<file path="src/rtl/alu_pkg.sv">
package alu_pkg;
  typedef enum logic [4:0] {
    OP_ADD_S  = 5'd0,
    OP_SUB_S  = 5'd1,
    OP_ADD_U  = 5'd2,
    OP_SUB_U  = 5'd3,
    OP_ADD_NC = 5'd4,
    OP_SUB_NC = 5'd5,
    OP_ADD_L  = 5'd6,
    OP_SUB_L  = 5'd7,
    OP_AND    = 5'd8,
    OP_OR     = 5'd9,
    OP_XOR    = 5'd10,
    OP_BOUND  = 5'd11,
    OP_MSTEP  = 5'd12,
    OP_DSTEP  = 5'd13,
    OP_FLD    = 5'd14,
    OP_FLDK   = 5'd15
  } alu_op_e;

  typedef enum logic [2:0] {
    CT_ZERO  = 3'd0,
    CT_NEG   = 3'd1,
    CT_LE    = 3'd2,
    CT_OVF   = 3'd3,
    CT_BND   = 3'd4,
    CT_RNG   = 3'd5,
    CT_FALSE = 3'd6,
    CT_BAD   = 3'd7
  } cond_base_e;

  localparam int unsigned NUM_BASE = 8;

  typedef enum logic [2:0] {
    FN_ADD  = 3'd0,
    FN_AND  = 3'd1,
    FN_OR   = 3'd2,
    FN_XOR  = 3'd3,
    FN_NONE = 3'd4
  } alu_fn_e;

  typedef enum logic [1:0] {
    CO_CLEAR = 2'd0,
    CO_RAW   = 2'd1,
    CO_KEEP  = 2'd2
  } cout_sel_e;

  typedef struct packed {
    alu_fn_e   fn;
    logic      sub;
    logic      cin_store;
    cout_sel_e cout;
    logic      neg_ovf;
    logic      bad;
  } alu_ctrl_t;
endpackage

</file>
<file path="src/rtl/alu_decode.sv">
module alu_decode
  import alu_pkg::*;
(
  input  logic [4:0] op_i,
  input  logic       mul_sub_i,
  output alu_ctrl_t  ctrl_o
);
  always_comb begin
    ctrl_o = '{fn: FN_ADD, sub: 1'b0, cin_store: 1'b0, cout: CO_KEEP,
               neg_ovf: 1'b0, bad: 1'b0};
    case (op_i)
      OP_ADD_S:  begin ctrl_o.cin_store = 1'b1; ctrl_o.cout = CO_CLEAR; end
      OP_SUB_S:  begin ctrl_o.sub = 1'b1; ctrl_o.cin_store = 1'b1;
                       ctrl_o.cout = CO_CLEAR; ctrl_o.neg_ovf = 1'b1; end
      OP_ADD_U:  begin ctrl_o.cin_store = 1'b1; ctrl_o.cout = CO_RAW; end
      OP_SUB_U:  begin ctrl_o.sub = 1'b1; ctrl_o.cin_store = 1'b1;
                       ctrl_o.cout = CO_RAW; ctrl_o.neg_ovf = 1'b1; end
      OP_ADD_NC: ctrl_o.cout = CO_KEEP;
      OP_SUB_NC: begin ctrl_o.sub = 1'b1; ctrl_o.neg_ovf = 1'b1; end
      OP_ADD_L:  ctrl_o.cout = CO_CLEAR;
      OP_SUB_L:  begin ctrl_o.sub = 1'b1; ctrl_o.cout = CO_CLEAR;
                       ctrl_o.neg_ovf = 1'b1; end
      OP_AND:    ctrl_o.fn = FN_AND;
      OP_OR:     ctrl_o.fn = FN_OR;
      OP_XOR:    ctrl_o.fn = FN_XOR;
      OP_BOUND:  begin ctrl_o.sub = 1'b1; ctrl_o.neg_ovf = 1'b1; end
      OP_MSTEP:  begin ctrl_o.sub = mul_sub_i; ctrl_o.cout = CO_CLEAR; end
      OP_DSTEP:  begin ctrl_o.sub = 1'b1; ctrl_o.cout = CO_CLEAR; end
      OP_FLD, OP_FLDK: begin ctrl_o.fn = FN_OR; ctrl_o.cin_store = 1'b1; end
      default:   begin ctrl_o.fn = FN_NONE; ctrl_o.bad = 1'b1; end
    endcase
  end
endmodule

</file>
<file path="src/rtl/alu_datapath.sv">
module alu_datapath
  import alu_pkg::*;
#(
  parameter int unsigned WIDTH = 32
) (
  input  alu_ctrl_t         ctrl_i,
  input  logic [WIDTH-1:0]  left_i,
  input  logic [WIDTH-1:0]  right_i,
  input  logic              carry_q_i,
  output logic [WIDTH-1:0]  result_o,
  output logic              carry_raw_o,
  output logic              ovf_o
);
  localparam int unsigned MSB = WIDTH - 1;

  logic [WIDTH-1:0] right_eff;
  logic             cin_eff, cin_add;
  logic [WIDTH:0]   sum;
  logic             right_sgn, neg_msb;

  assign right_eff = ctrl_i.sub ? ~right_i : right_i;
  assign cin_eff   = ctrl_i.cin_store & carry_q_i;
  // borrow semantics: a set carry on subtract removes the +1
  assign cin_add   = ctrl_i.sub ? ~cin_eff : cin_eff;
  assign sum       = {1'b0, left_i} + {1'b0, right_eff} + {{WIDTH{1'b0}}, cin_add};

  // sign of two's-complement negation without forming the full word
  assign neg_msb   = (right_i != '0) & (~right_i[MSB] | (right_i[MSB-1:0] == '0));
  assign right_sgn = ctrl_i.neg_ovf ? neg_msb : right_i[MSB];

  always_comb begin
    result_o    = '0;
    carry_raw_o = 1'b0;
    case (ctrl_i.fn)
      FN_ADD: begin result_o = sum[MSB:0]; carry_raw_o = sum[WIDTH]; end
      FN_AND: result_o = left_i & right_i;
      FN_OR:  result_o = left_i | right_i;
      FN_XOR: result_o = left_i ^ right_i;
      default: result_o = '0;
    endcase
  end

  assign ovf_o = ~ctrl_i.bad & (left_i[MSB] == right_sgn) & (left_i[MSB] != result_o[MSB]);
endmodule

</file>
<file path="src/rtl/alu_cond_eval.sv">
module alu_cond_eval
  import alu_pkg::*;
#(
  parameter int unsigned WIDTH = 32
) (
  input  logic [3:0]        cond_sel_i,
  input  logic [1:0]        left_top_i,
  input  logic [1:0]        right_top_i,
  input  logic [WIDTH-1:0]  result_i,
  input  logic              ovf_i,
  output logic              cond_o,
  output logic              bad_o
);
  logic [NUM_BASE-1:0] base;
  logic is_zero, is_neg, rng_fail;

  assign is_zero  = (result_i == '0);
  assign is_neg   = result_i[WIDTH-1];
  assign rng_fail = (left_top_i[1] ^ left_top_i[0]) | (right_top_i[1] ^ right_top_i[0])
                  | (result_i[WIDTH-1] ^ result_i[WIDTH-2]);

  always_comb begin
    base           = '0;
    base[CT_ZERO]  = is_zero;
    base[CT_NEG]   = is_neg;
    base[CT_LE]    = is_zero | is_neg;
    base[CT_OVF]   = ovf_i;
    base[CT_BND]   = ~(~left_top_i[1] & is_neg);
    base[CT_RNG]   = rng_fail;
    base[CT_FALSE] = 1'b0;
    base[CT_BAD]   = 1'b0;
  end

  assign bad_o  = (cond_sel_i[2:0] == CT_BAD);
  assign cond_o = bad_o ? 1'b0 : (base[cond_sel_i[2:0]] ^ cond_sel_i[3]);
endmodule

</file>
<file path="src/rtl/alu_carry_flag.sv">
module alu_carry_flag (
  input  logic clk_i,
  input  logic rst_ni,
  input  logic hold_i,
  input  logic d_i,
  output logic q_o
);
  always_ff @(posedge clk_i or negedge rst_ni) begin
    if (!rst_ni)      q_o <= 1'b0;
    else if (!hold_i) q_o <= d_i;
  end
endmodule

</file>
<file path="src/rtl/alu_cond_unit.sv">
module alu_cond_unit
  import alu_pkg::*;
#(
  parameter int unsigned WIDTH = 32
) (
  input  logic             clk_i,
  input  logic             rst_ni,
  input  logic             hold_i,
  input  logic [4:0]       op_i,
  input  logic [3:0]       cond_sel_i,
  input  logic             mul_sub_i,
  input  logic [WIDTH-1:0] left_i,
  input  logic [WIDTH-1:0] right_i,
  output logic [WIDTH-1:0] result_o,
  output logic             carry_raw_o,
  output logic             carry_next_o,
  output logic             carry_q_o,
  output logic             ovf_o,
  output logic             cond_o,
  output logic             illegal_o
);
  alu_ctrl_t ctrl;
  logic      cond_bad;

  alu_decode i_decode (
    .op_i      (op_i),
    .mul_sub_i (mul_sub_i),
    .ctrl_o    (ctrl)
  );

  alu_datapath #(.WIDTH(WIDTH)) i_datapath (
    .ctrl_i      (ctrl),
    .left_i      (left_i),
    .right_i     (right_i),
    .carry_q_i   (carry_q_o),
    .result_o    (result_o),
    .carry_raw_o (carry_raw_o),
    .ovf_o       (ovf_o)
  );

  alu_cond_eval #(.WIDTH(WIDTH)) i_cond (
    .cond_sel_i  (cond_sel_i),
    .left_top_i  (left_i[WIDTH-1 -: 2]),
    .right_top_i (right_i[WIDTH-1 -: 2]),
    .result_i    (result_o),
    .ovf_i       (ovf_o),
    .cond_o      (cond_o),
    .bad_o       (cond_bad)
  );

  always_comb begin
    case (ctrl.cout)
      CO_CLEAR: carry_next_o = 1'b0;
      CO_RAW:   carry_next_o = carry_raw_o;
      default:  carry_next_o = carry_q_o;
    endcase
  end

  alu_carry_flag i_flag (
    .clk_i  (clk_i),
    .rst_ni (rst_ni),
    .hold_i (hold_i),
    .d_i    (carry_next_o),
    .q_o    (carry_q_o)
  );

  assign illegal_o = ctrl.bad | cond_bad;
endmodule

</file>
<file path="config.mk">
export PLATFORM = sky130hd
export DESIGN_NAME = alu_cond_unit
export DESIGN_NICKNAME = d
export VERILOG_FILES = /design/src/rtl/alu_pkg.sv /design/src/rtl/alu_decode.sv /design/src/rtl/alu_datapath.sv /design/src/rtl/alu_cond_eval.sv /design/src/rtl/alu_carry_flag.sv /design/src/rtl/alu_cond_unit.sv
export SDC_FILE = /design/constraint.sdc
export NUM_CORES = 1
export LEC_CHECK = 0
export BUFFER_PORTS_ARGS = -buffer_cell sky130_fd_sc_hd__buf_2
export CELL_PAD_IN_SITES_DETAIL_PLACEMENT = 0
export CELL_PAD_IN_SITES_GLOBAL_PLACEMENT = 1
export CORE_AREA = 5 5 120 122
export CTS_CLUSTER_SIZE = 20
export DETAILED_ROUTE_END_ITERATION = 8
export DIE_AREA = 0 0 125 127
export GPL_ROUTABILITY_DRIVEN = 0
export PLACE_DENSITY = 0.87
export SLEW_MARGIN = 30
export SYNTH_ARGS = -nofsm -noshare
export SYNTH_HDL_FRONTEND = slang
export SYNTH_HIERARCHICAL = 1
export SYNTH_SLANG_ARGS = --single-unit
</file>
<file path="constraint.sdc">
create_clock -name clk_i -period 5.7 [get_ports clk_i]
set_input_delay 0.57 -clock clk_i [delete_from_list [all_inputs] [get_ports clk_i]]
set_output_delay 0.57 -clock clk_i [all_outputs]
set_load 0.01 [all_outputs]
</file>
==> run metrics, run 1 <==
Hold Vio Cnt, Final 0; max FFs per register 1; Placement Setup Slack -209 ps; FF/Latch Area 25.0 sq um; Die Y 127 um; Port Buf Inserts 114; Crit. End Element primary output; via count 5042; Worst Path Max Fanout 5; final worst slack 179 ps; I/O Pins about 120; cell area after synthesis around 0.0046 sq mm; DR iter-0 viols 254; Fmax ~180 MHz; n_diodes 0; Pre-antenna DRT Iters 5; Layout fillers 1376; Seq/Total Area, Yosys 0.541%; area delta synth->final 27.4%; first-pass GRT wire length 24.6 mm; Max Cap Viol 0; GRT Util Overall 17.9%; Post-Route Skew 0 ps; Die Width 125 um; Final Critical Period 5520 ps; area of the core 0.0131 sq mm; Peak VDD IR 74.6 uV; ys flop type dfrtp_1; largest net degree at the start of global routing 31; drt drc 0; YS warnings 6; CP Cell Sequence buf_6, and2b_2, nand2_2, a21oi_4, xor2_2, fa_2, inv_2, fa_2, a211oi_2, o21bai_1, a21oi_1, o21bai_1, a41oi_1, mux2i_1, nor3_1, a2111oi_2, buf_4, nor4_2, buf_4, nand4_1, nor3_2, o31a_1, nor3_2, buf_2; DP HPWL around 13 mm; cells after synthesis 644; largest reg by FF count i_flag/q_o; RSZ-0062 raised after global routing yes; CP Launch Type input port; Routed WL 15.1 mm; syn nets 819; most frequent cells in the layout buf_2 (113), ha_1 (95), inv_1 (81), a21oi_1 (55), nor2_1 (49); Finished Layout Cells 945; Placement Rows 42; layout cells sized above 1 a little over 30%; die area 0.0159 sq mm; Clock transition at path regs 0 ps; Final Util 45.0%; setup TNS 0 ps; Slew HR 56.6%; number of synthesized flops with an enable pin 0; DR vias/cell 5.34; reg2reg end i_flag/q_o; max incr delay on CP 460 ps; max-slew violations 0; total power 853 uW; Netlist cell types 64; CP Data Arrival Time 4950 ps; origin of the critical flop-to-flop path i_flag/q_o; ys async rst share 100%; number of synthesized register bits 1; worst slew pin tran 651 ps; WL per Instance 16.0 um; final setup vio count 0; multi-input combinational cell area 0.00435 sq mm; Critical Path RT just over 5000 ps; status finished clean; initial antenna violation count 0; clk_lat worst skew 0 ps; Worst path slowest cell a2111oi_2; biggest regs i_flag/q_o (1); CTS Hold Bufs 0; mean cell area of the mapped netlist 7.18 sq um; Crit Path Class input port to primary output; Pwr per Cell Area 145 mW/mm^2; post-route ant nets 0; R2R setup slack 2020 ps; Pleak 0.00302 uW; # nets final between 900 and 1k; crit path launch op_i[1]; commonest non-fill, non-tap cell in the layout buf_2; Initial Utilization 35.3%; HP Class input port to async pin; final period utilization 96.9%; vias in the first global route between 5k and 6k; placed insts 942; R2R depth 16; gr ovfl total 0
area by class of cell:
class	instances	area share [%]
timing repair buffer	164	16.7
inverter	82	5.23
tap	176	3.74
multi-input combinational	522	73.9
sequential	1	0.425
per-stage QoR:
step           cell area [sq um]  hold slack [ps]
5_1_grt                     5890              349
4_1_cts                     5700              346
3_5_place_dp                5670              346
3_3_place_gp                5670              344
6_report                    5890              346
2_1_floorplan               4660              274
how the worst max path moves through the flow:
stage / endpoint
2_1_floorplan: cond_o
3_3_place_gp: cond_o
3_5_place_dp: cond_o
4_1_cts: cond_o
5_1_grt: cond_o
6_report: cond_o
cell families (layout without fill, tap and decap cells):
group / Yosys count / after routing / share of synthesized area, %
XOR/XNOR: 61 / 61 / 11.6
buffers and inverters: 121 / 246 / 9.85
AND/OR/NAND/NOR: 167 / 167 / 18.9
AO/OA/AOI/OAI: 158 / 158 / 22.2
flip-flops: 1 / 1 / 0.541
multiplexers: 38 / 38 / 10.1
adder cells (fa/ha/maj): 98 / 98 / 26.8
synthesized netlist by cell type, types with 4 or more instances:
library cell / number / area share, %
a211oi_1: 11 / 1.8
a21o_1: 13 / 2.1
a21oi_1: 58 / 6.3
clkbuf_1: 35 / 2.8
ha_1: 96 / 26
inv_1: 82 / 6.7
mux2_2: 17 / 4.1
mux2i_1: 15 / 3.2
mux4_2: 5 / 2.4
nand2_1: 31 / 2.5
nand2b_1: 4 / 0.54
nand4_1: 15 / 2.0
nor2_1: 49 / 4.0
nor2b_1: 9 / 1.2
nor3_1: 8 / 0.87
nor4_1: 17 / 2.3
nor4b_1: 4 / 0.76
o21a_1: 4 / 0.65
o21ai_0: 20 / 2.2
o21ai_1: 6 / 0.65
o22ai_1: 12 / 1.6
or3_1: 9 / 1.2
xnor2_1: 15 / 2.8
xor2_1: 46 / 8.7
critical path, delay by kind of cell:
kind                       cells  cell delay, ps
xor gates and xnor gates       1             200
adders and majority gates      2             640
and+or+nand+nor                7             750
buffers and inverters          5             620
muxes                          1             230
AOI/OAI and AO/OA              8            1950
timing repair:
action,4_1_cts,5_1_grt
setup buffers,0,3
cloned,0,1
gates resized for setup,7,28
endpoints found under the setup margin,1,1
pin swaps,3,29
power by group:
group / leakage, uW / switching, uW / total, uW / internal [uW]
clock: 0 / 0 / 0 / 0
combinational: 0.00301 / 462 / 846 / 384
sequential: 0.0000139 / 0.180 / 7.56 / 7.38
metal layers:
metal	track usage (%)	part of all wire, %
met1	24.8	47
met2	31.4	46
met3	1.71	5.7
met4	2.17	1.3
met5	0	0
No activity file was read; power rests on OpenSTA's default activity.
==> run 2, diff against run 1 <==
--- a/config.mk
+++ b/config.mk
@@ -5,7 +5,7 @@
 export SDC_FILE = /design/constraint.sdc
 export NUM_CORES = 1
 export LEC_CHECK = 0
-export BUFFER_PORTS_ARGS = -buffer_cell sky130_fd_sc_hd__buf_2
+export BUFFER_PORTS_ARGS = -buffer_cell sky130_fd_sc_hd__clkbuf_2
 export CELL_PAD_IN_SITES_DETAIL_PLACEMENT = 0
 export CELL_PAD_IN_SITES_GLOBAL_PLACEMENT = 1
 export CORE_AREA = 5 5 120 122
==> run 2 against run 1 <==
  * Clock skew did not move
  * Combinational power grew 2.5%
  * Cell count up 0.85%
  * Cell area up 1.5%
  * Maximum frequency grew 0.33%
  * Hold slack got worse by 0.68 ps
  * Power grew 2.5%
  * Register-to-register slack got worse by 30 ps
  * Sequential share of layout area hardly changed
  * Global-route usage decreased by 0.18 points
  * Die area stayed put
  * Critical endpoint unchanged
==> run metrics, run 2 (synthesis results as in run 1) <==
I/O Pins ~120; setup TNS 0 ps; biggest regs i_flag/q_o (1); Initial Utilization 35.3%; grt peak-use layer met2; area of the core 0.0131 sq mm; gr ovfl total 0; final setup vio count 0; Pre-antenna DRT Iters 5; hold_ws 345 ps; total power 874 uW; worst slew pin tran 656 ps; CP Cell Sequence clkbuf_2, buf_4, nand3_1, a21oi_2, nand2_2, xor2_2, fa_2, inv_2, fa_2, a211oi_4, o21ai_2, a221oi_4, buf_4, o22ai_2, a311oi_2, o31a_2, mux2i_1, or3_4, nor4_2, nand4_1, nor3_2, o31a_1, nor3_2, buf_2; largest net degree at the start of global routing 33; Die Width 125 um; clk_lat worst skew 0 ps; CP Launch Type input port; vias in the first global route 4967; die area 0.0159 sq mm; Die Y 127 um; DR iter-0 viols around 230; CP Data Arrival Time 4930 ps; most frequent cells in the layout clkbuf_2 (113), ha_1 (94), inv_1 (81), buf_4 (57), a21oi_1 (53); DP HPWL 12.5 mm; post-route ant nets 0; Crit Path Class input port to primary output; WL per Instance 15.7 um; Peak VDD IR 74.5 uV; Worst path slowest cell fa_2; max incr delay on CP 410 ps; commonest non-fill, non-tap cell in the layout clkbuf_2; Crit. End Element primary output; Clock transition at path regs 0 ps; n_diodes 0; critical path buffer and inverter count 5; Critical Path RT 5130 ps; Hold Vio Cnt, Final 0; Top Family by Delay on Critical Path compound AO/OA/AOI/OAI gates; layout cells sized above 1 32.0%; max FFs per register 1; Port Buf Inserts approximately 110; via count 5020; initial antenna violation count 0; Pleak just over 0.003 uW; max-slew violations 0; Placement Rows 42; area delta synth->final 29.3%; final period utilization 96.5%; Max Cap Viol 0; Post-Route Skew 0 ps; Placement Setup Slack -165 ps; CTS Hold Bufs 0; largest reg by FF count i_flag/q_o; Final Critical Period 5500 ps; GRT Util Overall 17.8%; final worst slack 198 ps; met1 Use GR between 20% and 30%; met3 usage 2.00%; first-pass GRT wire length 24.4 mm; # nets final 954; drt drc 0; Worst Path Max Fanout 4; Slew HR between 50 and 60%; Fmax 182 MHz; HP Class input port to async pin; DR vias/cell 5.27; Routed WL 14.9 mm; status finished clean; global routing usage on met2 between 30% and 40%; Pwr per Cell Area 146 mW/mm^2
-- run 2: cell types whose count changed in the layout (fill, tap and decap cells not counted), moves of 2 or more --
cell	previous run	this run
buf_2	113	1
a21oi_1	55	53
buf_4	48	57
a21oi_2	2	4
clkbuf_2	0	113
-- run 2: worst register-to-register path: stages, from the launching register on --
cell and delay, ps:
dfrtp_1 400, nand2_2 100, xor2_2 210, fa_2 250, inv_2 40, fa_2 410
a211oi_4 250, o21ai_2 90, a221oi_4 270, o221ai_2 160, o22ai_2 260, o21ai_4 90
a2111oi_0 460, nor2_1 140, nand2_1 90, o21ai_1 90, mux2_4 270
-- run 2: final cells by class --
class | instances | area [sq um]
tap | 176 | 220
sequential | 1 | 25.0
fill | 1320 | 7110
timing repair buffer | 172 | 1010
multi-input combinational | 522 | 4410
inverter | 82 | 308
-- run 2: metal layers --
layer  vias up  share of wire, %
met2       138                46
met5         -                 0
met3        19               4.9
li1       2535                 -
met1      2328                47
met4         0               1.4
-- run 2: per-stage QoR --
stage	instances	utilization, %	area, sq um
6_report	953	45.7	5980
5_1_grt	953	45.7	5980
4_1_cts	947	43.7	5720
3_5_place_dp	946	43.5	5700
3_3_place_gp	946	43.5	5700
2_1_floorplan	644	-	4660
-- run 2: repair_timing --
item	in CTS	in global routing
buffers inserted	1	6
pin swaps	1	26
endpoints found under the setup margin	1	1
gates resized for setup	4	41
-- run 2: report_power, final --
group	switching (uW)	internal, uW
Clock	0	0
Sequential	0.213	7.38
Combinational	471	396
-- run 2: final timing paths --
check                                start    endpoint  slack (ps)  depth (start not counted)
min in group clk_i              i_flag/q_o  i_flag/q_o         600                          1
worst max register to register  i_flag/q_o  i_flag/q_o        1990                         16
worst min-delay path                rst_ni  i_flag/q_o         350                          1
worst max-delay path               op_i[2]      cond_o         200                         24
max in group asynchronous           rst_ni  i_flag/q_o        5270                          1
worst min register to register  i_flag/q_o  i_flag/q_o         600                          1
==> run 3, diff against run 2 <==
--- a/config.mk
+++ b/config.mk
@@ -8,12 +8,12 @@
 export BUFFER_PORTS_ARGS = -buffer_cell sky130_fd_sc_hd__clkbuf_2
 export CELL_PAD_IN_SITES_DETAIL_PLACEMENT = 0
 export CELL_PAD_IN_SITES_GLOBAL_PLACEMENT = 1
-export CORE_AREA = 5 5 120 122
+export CORE_AREA = 5 5 114 116
 export CTS_CLUSTER_SIZE = 20
 export DETAILED_ROUTE_END_ITERATION = 8
-export DIE_AREA = 0 0 125 127
+export DIE_AREA = 0 0 119 121
 export GPL_ROUTABILITY_DRIVEN = 0
-export PLACE_DENSITY = 0.87
+export PLACE_DENSITY = 0.92
 export SLEW_MARGIN = 30
 export SYNTH_ARGS = -nofsm -noshare
 export SYNTH_HDL_FRONTEND = slang
==> constraint.sdc (replaced) <==
create_clock -name clk_i -period 6 [get_ports clk_i]
set_input_delay 0.6 -clock clk_i [delete_from_list [all_inputs] [get_ports clk_i]]
set_output_delay 0.6 -clock clk_i [all_outputs]
set_load 0.01 [all_outputs]
==> run 3 against run 2 <==
  * Wire length fell by 3.2%
  * Register-to-register slack improved by 50 ps
  * Via count fell by 2.1%
  * Cell area fell by 7.3%
  * Combinational power fell by 14%
  * Critical endpoint unchanged
  * Core utilization rose by 1.2 points
  * First-iteration DRC count fell by 5.3%
  * Hold slack improved by 30 ps
==> run metrics, run 3 (synthesis results as in run 1) <==
drt drc 0; largest reg by FF count i_flag/q_o; Critical Path RT 5400 ps; CP Launch Type input port; final setup vio count 0; Layout fillers 1234; Crit Path Class input port to primary output; Peak VDD IR 69.7 uV; Worst Path Max Fanout 7; RSZ-0062 raised after global routing no; Pre-antenna DRT Iters 4; Placement Setup Slack -90.1 ps; Max Cap Viol 0; DR vias/cell 5.54; Final Critical Period approximately 5800 ps; worst slew pin tran 661 ps; placed instance area 0.00538 sq mm; R2R setup slack roughly 2000 ps; HP Class input port to async pin; CP Data Arrival Time 5160 ps; vias in the first global route between 4k and 5k; Pwr per Cell Area 136 mW/mm^2; largest net degree at the start of global routing 49; Hold Vio Cnt, Final 0; area of the core approximately 0.012 sq mm; DR iter-0 viols 214; I/O Pins 115; GRT Util Overall 19.1%; # nets final 918; clk_lat worst skew 0 ps; finished layout cell area between 0.005 and 0.006 sq mm; Placement Rows 40; n_diodes 0; area delta synth->final 19.8%; DP HPWL 12.0 mm; Worst path slowest cell fa_2; Clock transition at path regs 0 ps; hold_ws 375 ps; max FFs per register 1; Crit. End Element primary output; max-slew violations 0; FF/Latch Area roughly 25 sq um; CP Cell Sequence clkbuf_2, or2_2, a21oi_1, nand2_1, xor2_2, fa_2, inv_1, fa_2, a211oi_4, o21ai_2, a221oi_4, o22ai_1, a311oi_2, o31a_2, mux2i_1, or3_1, nor4_2, nand4_1, nor3_2, nor4_2, nor3_2, buf_2; via count 4916; Post-Route Skew 0 ps; first-pass GRT wire length 23.4 mm; post-route ant nets 0; Routed WL 14.5 mm; Die Y 121 um; Port Buf Inserts 114; initial antenna violation count 0; commonest non-fill, non-tap cell in the layout clkbuf_2; crit path launch op_i[2]; gr ovfl total 0; final worst slack 237 ps; biggest regs i_flag/q_o (1); Die Width 119 um; max incr delay on CP 430 ps; Pleak about 0.0029 uW; Initial Utilization about two fifths; die area ~0.014 sq mm; layout cells sized above 1 26.3%; Fmax roughly 170 MHz; WL per Instance between 15 and 20 um; status finished clean; most frequent cells in the layout clkbuf_2 (113), ha_1 (96), inv_1 (82), a21oi_1 (56), nor2_1 (49); final period utilization 96.1%; CTS Hold Bufs 0; Slew HR 55.7%; multi-input combinational cell area between 0.004 and 0.005 sq mm; origin of the critical flop-to-flop path i_flag/q_o; setup TNS 0 ps
## run 3: layout make-up
cell class / count / share of cell area [%]
multi-input cells: 522 / 77.2
well taps: 147 / 3.32
flip-flops and latches: 1 / 0.452
repair buffers: 136 / 13.5
inverters: 82 / 5.56
## run 3: final timing paths
check / end / cells after the start
setup / recovery: cond_o / 22
hold / removal: i_flag/q_o / 1
setup reg to reg: i_flag/q_o / 17
hold reg to reg: i_flag/q_o / 1
max in group asynchronous: i_flag/q_o / 1
min in group clk_i: i_flag/q_o / 1
## run 3: layer usage
layer  track usage (%)  vias to the layer above  share of wire, %
met4              3.40                        0               2.3
met5                 0                        -                 0
met1              26.2                     2270                46
met2              32.9                      152                47
li1                  -                     2474                 -
met3              1.68                       20               4.9
## run 3: timing repair
item,CTS,global route
buffers inserted,0,6
pin swaps,0,16
endpoints found under the setup margin,1,1
gates resized for setup,1,23
cloned,0,0
## run 3: critical path: cells and delay by family
kind / cells / cell delay, ps
AND/OR/NAND/NOR: 8 / 1720
AO/OA/AOI/OAI: 7 / 1510
adder cells (fa/ha/maj): 2 / 680
buffers and inverters: 3 / 370
XOR/XNOR: 1 / 200
multiplexers: 1 / 80
## run 3: metrics by stage
stage	std cells	power (uW)	util [%]
floorplan	644	483	-
global placement	882	712	45.6
finish	888	751	46.9
global route	888	828	46.9
detailed placement	882	714	45.6
CTS	882	719	45.6
## run 3: power breakdown
| part | switching (uW) | internal (uW) |
|---|---|---|
| Clock | 0 | 0 |
| Combinational | 425 | 319 |
| Sequential | 0.153 | 7.01 |
| Total | 425 | 326 |
